## src/rtl/tal_pkg.sv

```systemverilog
package tal_pkg;
    localparam int ADDR_W = 5;
    localparam int HELD_W = ADDR_W + 1;

    typedef enum logic [1:0] {
        ST_IDLE  = 2'd0,
        ST_ENH   = 2'd1,
        ST_ARMED = 2'd2
    } host_st_t;
endpackage

```

## src/rtl/tal_sync.sv

```systemverilog
module tal_sync #(
    parameter int W = 7
) (
    input  logic         clk,
    input  logic         rst_n,
    input  logic [W-1:0] d,
    output logic [W-1:0] q
);
    logic [W-1:0] stage1;

    always_ff @(posedge clk or negedge rst_n) begin
        if (!rst_n) begin
            stage1 <= '0;
            q      <= '0;
        end else begin
            stage1 <= d;
            q      <= stage1;
        end
    end
endmodule

```

## src/rtl/tal_host_fsm.sv

```systemverilog
module tal_host_fsm
    import tal_pkg::*;
(
    input  logic clk,
    input  logic rst_n,
    input  logic wr_mode,
    input  logic mode_val,
    input  logic wr_ctl,
    input  logic ctl_val,
    output logic armed
);
    host_st_t state, state_nx;

    always_ff @(posedge clk or negedge rst_n) begin
        if (!rst_n) state <= ST_IDLE;
        else        state <= state_nx;
    end

    always_comb begin
        state_nx = state;
        unique case (state)
            ST_IDLE: begin
                if (wr_mode && mode_val) state_nx = ST_ENH;
            end
            ST_ENH: begin
                if (wr_mode && !mode_val)     state_nx = ST_IDLE;
                else if (wr_ctl && ctl_val)   state_nx = ST_ARMED;
            end
            ST_ARMED: begin
                if (wr_mode && !mode_val)     state_nx = ST_IDLE;
                else if (wr_ctl && !ctl_val)  state_nx = ST_ENH;
            end
            default: state_nx = ST_IDLE;
        endcase
    end

    always_comb begin
        armed = (state == ST_ARMED);
    end


    armed_order_chk: assert property (@(posedge clk) disable iff (!rst_n)
        (state == ST_ARMED) |-> ($past(state) != ST_IDLE));


    disarm_chk: assert property (@(posedge clk) disable iff (!rst_n)
        (wr_mode && !mode_val) |=> (state == ST_IDLE));
endmodule

```

## src/rtl/tal_parity.sv

```systemverilog
module tal_parity #(
    parameter int W = 6
) (
    input  logic [W-1:0] bits,
    output logic         odd
);
    always_comb begin
        odd = ^bits;
    end
endmodule

```

## src/rtl/term_addr_latch.sv

```systemverilog
module term_addr_latch
    import tal_pkg::*;
#(
    parameter int DATA_W   = 16,
    parameter int MODE_BIT = 15,
    parameter int CTL_BIT  = 3,
    parameter int SRC_BIT  = 5
) (
    input  logic              clk,
    input  logic              rst_n,
    input  logic [ADDR_W-1:0] addr_pin,
    input  logic              par_pin,
    input  logic              latch_pin,
    input  logic [DATA_W-1:0] host_data,
    input  logic              wr_mode,
    input  logic              wr_ctl,
    input  logic              wr_addr,
    input  logic              wr_src,
    input  logic              bcast,
    output logic [ADDR_W-1:0] addr_q,
    output logic              par_q,
    output logic              par_ok,
    output logic              resp_en
);
    localparam int SYNC_W = HELD_W + 1;

    logic [SYNC_W-1:0] pins_s;
    logic [HELD_W-1:0] pin_word;
    logic              lat_s;
    logic              lat_d;
    logic              src_sel;
    logic              armed;
    logic [HELD_W-1:0] held_q;
    logic [HELD_W-1:0] held_nx;
    logic              load;

    tal_sync #(.W(SYNC_W)) u_sync (
        .clk   (clk),
        .rst_n (rst_n),
        .d     ({latch_pin, par_pin, addr_pin}),
        .q     (pins_s)
    );

    assign lat_s    = pins_s[SYNC_W-1];
    assign pin_word = {pins_s[ADDR_W-1:0], pins_s[ADDR_W]};

    tal_host_fsm u_fsm (
        .clk      (clk),
        .rst_n    (rst_n),
        .wr_mode  (wr_mode),
        .mode_val (host_data[MODE_BIT]),
        .wr_ctl   (wr_ctl),
        .ctl_val  (host_data[CTL_BIT]),
        .armed    (armed)
    );

    always_ff @(posedge clk or negedge rst_n) begin
        if (!rst_n) begin
            lat_d   <= 1'b0;
            src_sel <= 1'b0;
        end else begin
            lat_d <= lat_s;
            if (wr_src) src_sel <= host_data[SRC_BIT];
        end
    end

    always_comb begin
        load    = 1'b0;
        held_nx = pin_word;
        if (!lat_s || !lat_d) begin
            load = 1'b1;
        end else if (wr_addr && armed) begin
            load = 1'b1;
            if (src_sel) held_nx = host_data[HELD_W-1:0];
        end
    end

    always_ff @(posedge clk or negedge rst_n) begin
        if (!rst_n)    held_q <= '0;
        else if (load) held_q <= held_nx;
    end

    assign addr_q = held_q[HELD_W-1:1];
    assign par_q  = held_q[0];

    tal_parity #(.W(HELD_W)) u_par (
        .bits (held_q),
        .odd  (par_ok)
    );

    assign resp_en = bcast | par_ok;


    transparent_chk: assert property (@(posedge clk) disable iff (!rst_n)
        !lat_s |=> ({addr_q, par_q} == $past(pin_word)));


    rise_capture_chk: assert property (@(posedge clk) disable iff (!rst_n)
        (lat_s && !lat_d) |=> ({addr_q, par_q} == $past(pin_word)));


    hold_chk: assert property (@(posedge clk) disable iff (!rst_n)
        (lat_s && lat_d && !wr_addr) |=> $stable({addr_q, par_q}));


    bcast_resp_chk: assert property (@(posedge clk) disable iff (!rst_n)
        bcast |-> resp_en);
endmodule

```

## config.mk

```make
export PLATFORM = sky130hd
export DESIGN_NAME = term_addr_latch
export DESIGN_NICKNAME = d
export VERILOG_FILES = /design/src/rtl/tal_pkg.sv /design/src/rtl/tal_sync.sv /design/src/rtl/tal_host_fsm.sv /design/src/rtl/tal_parity.sv /design/src/rtl/term_addr_latch.sv
export SDC_FILE = /design/constraint.sdc
export NUM_CORES = 1
export LEC_CHECK = 0
export BUFFER_PORTS_ARGS = -buffer_cell sky130_fd_sc_hd__buf_2
export CORE_MARGIN = 5
export CORE_UTILIZATION = 52
export CTS_BUF_LIST = sky130_fd_sc_hd__clkbuf_4
export DETAILED_ROUTE_END_ITERATION = 10
export GPL_TIMING_DRIVEN = 0
export MAX_ROUTING_LAYER = met4
export PLACE_DENSITY = 0.9
export SKIP_LAST_GASP = 1
export SYNTH_ARGS = -nofsm -noshare
export SYNTH_HDL_FRONTEND = slang
export SYNTH_SLANG_ARGS = --single-unit
```

## constraint.sdc

```tcl
create_clock -name clk -period 2.9 [get_ports clk]
set_clock_uncertainty 0.15 [all_clocks]
set_input_delay 0.145 -clock clk [delete_from_list [all_inputs] [get_ports clk]]
set_output_delay 0.145 -clock clk [all_outputs]
set_load 0.01 [all_outputs]
```

Word-level counts from Yosys, hierarchy flattened:

Cells that the tools add are included.

* output and inout port bits: 8
* bits in read-only memories: 0
* RAM bits: 0
* register bits after elaboration: 24
* memories: 0
* bits of input ports: 30
* bits in latches: 0
* logic and storage cells: 36

* bitwise logic cells: 1
* $mul: 0
* reduce and logical (&&, ||, !) cells: 13
* shift-type cells: 0
* order comparisons: 0
* div/mod/pow operators: 0
* muxes and demuxes: 11
* add/subtract/negate cells: 0
* equal/unequal tests: 5

Operators by type and width (count)
* $mux 6: 3
* $mux 2: 5
* $ne 3x1->1 const B: 2
* $pmux 2 s3: 1
* $reduce_xor 6->1: 1
* $logic_and 1x1->1: 5
* $logic_not 1->1: 4
* $reduce_and 3->1: 1
* $eq 2x1->1 const B: 1
* $eq 2x2->1 const B: 1
* $logic_not 2->1: 1
* $mux 1: 2
* $ne 2x1->1 const B: 1
* $logic_or 1x1->1: 1
* $or 1x1->1: 1

Longest topological paths before layout:

* depth after elaboration: 5
* mapped depth: 3
* gate-level depth less buffers: 3

Hierarchy:

A second synthesis with hierarchy kept.

* cell total of the unflattened synthesis: 61
* area total of the unflattened synthesis: 944.7 µm²

By module, submodules not included
* term_addr_latch: times used 1, sequential area each 200.2 µm², cells an instance 30, area an instance 414.1 µm²
* tal_sync: times used 1, sequential area each 350.3 µm², cells an instance 14, area an instance 350.3 µm²
* tal_host_fsm: times used 1, sequential area each 50.0 µm², cells an instance 13, area an instance 123.9 µm²
* tal_parity: times used 1, sequential area each 0.0 µm², cells an instance 4, area an instance 56.3 µm²

Least setup slack after synthesis:

No wires, ideal clock.

* path type: reg-to-output
* from: reg held_q[1]
* to: out resp_en
* stages on the path, launching flop included: 4
* required time: 2.605 ns
* buffers on the path: 0
* setup slack: 1.478 ns
* arrival time: 1.127 ns
* cells stage by stage: dfrtp_1 > xnor2_1 > xnor2_1 > mux2i_1

* cells in the longest elaborated chain, start to end: 2

Ends and longest elaborated chain
* start: declaration: RTL line term_addr_latch.sv:33 `logic [HELD_W-1:0] held_q;`
* start signal: assignment: RTL line term_addr_latch.sv:80 `else if (load) held_q <= held_nx;`
* $reduce_xor 6->1: RTL line tal_parity.sv:8 `odd = ^bits;`
* $or 1x1->1: RTL line term_addr_latch.sv:91 `assign resp_en = bcast | par_ok;`
* end: declaration: RTL line term_addr_latch.sv:23 `output logic resp_en`

Every way passes these cells.

Worst setup path in the final report:

Ends and elaborated chain as after synthesis.

==> summary.txt <==
Yosys
  – Synth warn: 0
  – Synth Area per Inst: 15.9 um2
  – FFs w/ async S/R, synth: 100%
  – Main synth FF type: dfrtp_1
  – Post-synth cell types: 17
  – Synth Register Bits: 24
  – Synth Instances: 59
  – EDFF count, synth: 0
  – Seq/Total Area, Yosys: 64.2%
  – Synth Net Count: 89
  – Post-Syn Area: 936 um2

Detailed routing
  – DRC errors left: 0
  – WL per Instance: 14.2 um
  – Vias: 616
  – Final WL: 1790 um
  – Post-DRT Antenna Nets: 0
  – Via density: 4.89
  – Initial DRT Pass Iterations: 4
  – DRT iter0 DRCs: 4

Cells and area
  – # fillers: 118
  – Most common cell after layout, fill and taps aside: buf_2
  – Synthesis-to-finish area growth: 32.5%
  – N_diodes: 0
  – Post-Layout Inst Area: 1240 um2
  – Nets@finish: 133
  – Most frequent cells in the layout: buf_2, dfrtp_1, dlygate4sd3_1
  – Layout cells sized above 1: 45.5%

CTS
  – Clock tree buffer depth: 2
  – Clk slew on worst S/H paths: 120 ps
  – CTS root buf: clkbuf_4
  – CTS Buf Count: 3
  – Clk Latency, worst-skew pair: 310 ps
  – Clock tree from TritonCTS: built
  – # resized after CTS: 0
  – Post-CTS Setup Bufs: 0
  – # clock sinks: 24
  – CTS H-tree lvls: 1

Min path
  – Class of the worst hold path: in2reg
  – Worst Hold End: u_fsm.state[1]$_DFFE_PN0P_
  – Hold Crit Start: wr_ctl
  – WHS Path Cells: 3

Setup path
  – CP startpoint: held_q[1]$_DFFE_PN0P_
  – Slowest stage cell, crit path: dfrtp_1
  – Critical path class: reg2out
  – CP Buf/Inv Count: 1
  – R2R cell count: 2
  – Reg2reg start: src_sel$_DFFE_PN0P_
  – Critical Path RT: 2610 ps
  – Crit-path max cell delay: 420 ps
  – Kind of end point of the critical path: output pin
  – Reg2Reg Setup Slack: 1390 ps
  – Crit path DAT: 1520 ps
  – Worst reg2reg path endpoint: src_sel$_DFFE_PN0P_
  – Worst setup SP type: register
  – Crit path max fanout: 3
  – Top cell family by delay on the critical path: XOR/XNOR gates
  – Cells along the critical path: xnor2_1, xnor2_1, mux2i_1, buf_2
  – Worst path most repeated cell: xnor2_1

GRT
  – Antenna violations before repair: 0
  – Largest net degree at the start of global routing: 25
  – Global route total overflow: 0
  – GRT Util Overall: 15.5%
  – Vias in the first global route: 698
  – First-pass GRT wire length: 2880 um

STA
  – Final Critical Period: 1810 ps
  – Slew margin rel.: 66.2%
  – Final setup vio count: 0
  – RSZ-0062 raised after global routing: false
  – Worst slew pin tran: 507 ps
  – Setup TNS: 0 ps
  – Hold Vio Cnt, Final: 0
  – Fin crit share: 62.4%
  – Slew Limit Fails: 0
  – F_max: 0.552 GHz
  – WHS: 8.58 ps

Power and ir drop
  – Sw Share: 26.6%
  – Cell Pwr Density: 542 nW/um2
  – Worst IR Drop VDD: 0.454 mV
  – P_leak: 0.591 nW
  – Part of the power in registers: 57.2%
  – Internal: 0.000493 W
  – Psw: 0.000179 W
  – Logic gate share of total power: 22.1%
  – Pwr Total: 0.000672 W
  – Clock power frac: 20.6%

Status
  – Status: finished, final reports clean

Floorplan
  – Initial core utilization: 54.2%
  – Row cnt: 15
  – Die Y: 52.4 um
  – Die area: 2750 um2
  – Die width: 52.4 um
  – Boundary pin count: 38
  – Total core area: 1730 um2

Run
  – Max-cap violations: 0

Placement
  – Post-DP HPWL: 1300 um
  – IO Port Bufs: 28
  – Placer congestion estimate: 0.680
  – Placement Cell Area: 1110 um2
## worst register-to-register path, stage by stage, from the launching register on
cell           delay [ps]
dfrtp_1               430
mux2_2                270
dlygate4sd3_1         550
## Yosys cell counts, types with 2 or more instances
master,number,area [um2]
a21oi_1,2,10.0
dfrtp_1,24,601
inv_1,2,7.51
mux2_2,7,78.8
mux2_4,6,90.1
nand2_1,3,11.3
nor2b_1,2,12.5
xnor2_1,4,35.0
## registers in the layout, summed over array words and instances (netlist names)
| signal | cells |
|---|---|
| u_sync.q | 7 |
| u_sync.stage1 | 7 |
| held_q | 6 |
| u_fsm.state | 2 |
| lat_d | 1 |
| src_sel | 1 |
## worst max path at each step
| stage | to | slack, ps | depth (start not counted) |
|---|---|---|---|
| global route | resp_en | 980 | 4 |
| detailed placement | resp_en | 1420 | 4 |
| finish | resp_en | 1090 | 4 |
| CTS | resp_en | 1060 | 4 |
| floorplan | resp_en | 1480 | 3 |
| global placement | resp_en | 1450 | 4 |
## cell type report
cell class	count	area, um2	share of cell area, %
flip-flops and latches	24	601	48.4
multi-input cells	33	328	26.4
repair buffers	39	250	20.2
well taps	25	31.3	2.52
clock buffers	3	22.5	1.82
inverters	2	7.51	0.605
## cell families (layout without fill, tap and decap cells)
family / Yosys count / count (layout) / synth area share (%)
mux: 14 / 14 / 19.1
compound gates: 5 / 5 / 5.21
buf+inv: 2 / 44 / 0.802
xor+xnor: 5 / 5 / 4.68
flops: 24 / 24 / 64.2
simple gates: 9 / 9 / 6.02
## power by group through the flow
stage / clock [W] / sequential (W) / combinational (W)
floorplan: 0 / 0.000391 / 0.0000801
global placement: 0 / 0.000388 / 0.000130
detailed placement: 0 / 0.000391 / 0.000138
CTS: 0.000141 / 0.000385 / 0.000151
global route: 0.000154 / 0.000388 / 0.000161
finish: 0.000139 / 0.000384 / 0.000149
## what timing repair did
| item | 4_1_cts | 5_1_grt |
|---|---|---|
| hold buffers | 11 | 0 |
| endpoints found under the setup margin | 0 | 0 |
| hold endpoints to repair | 33 | 0 |
## metrics by stage
step | worst slack [ps] | cells | utilization [%]
finish | 1090 | 126 | 71.8
global route | 984 | 126 | 71.8
CTS | 1060 | 126 | 71.8
detailed placement | 1420 | 112 | 64.1
global placement | 1450 | 112 | 64.1
floorplan | 1480 | 59 | -
## routing by layer
metal	vias to the layer above	share of wire, %	global-route usage [%]
met1	294	36	15.2
met2	28	54	26.4
li1	288	-	-
met5	-	0	-
met3	6	5.7	2.85
met4	0	4.1	12.3
(Power assumes the default switching activity.)
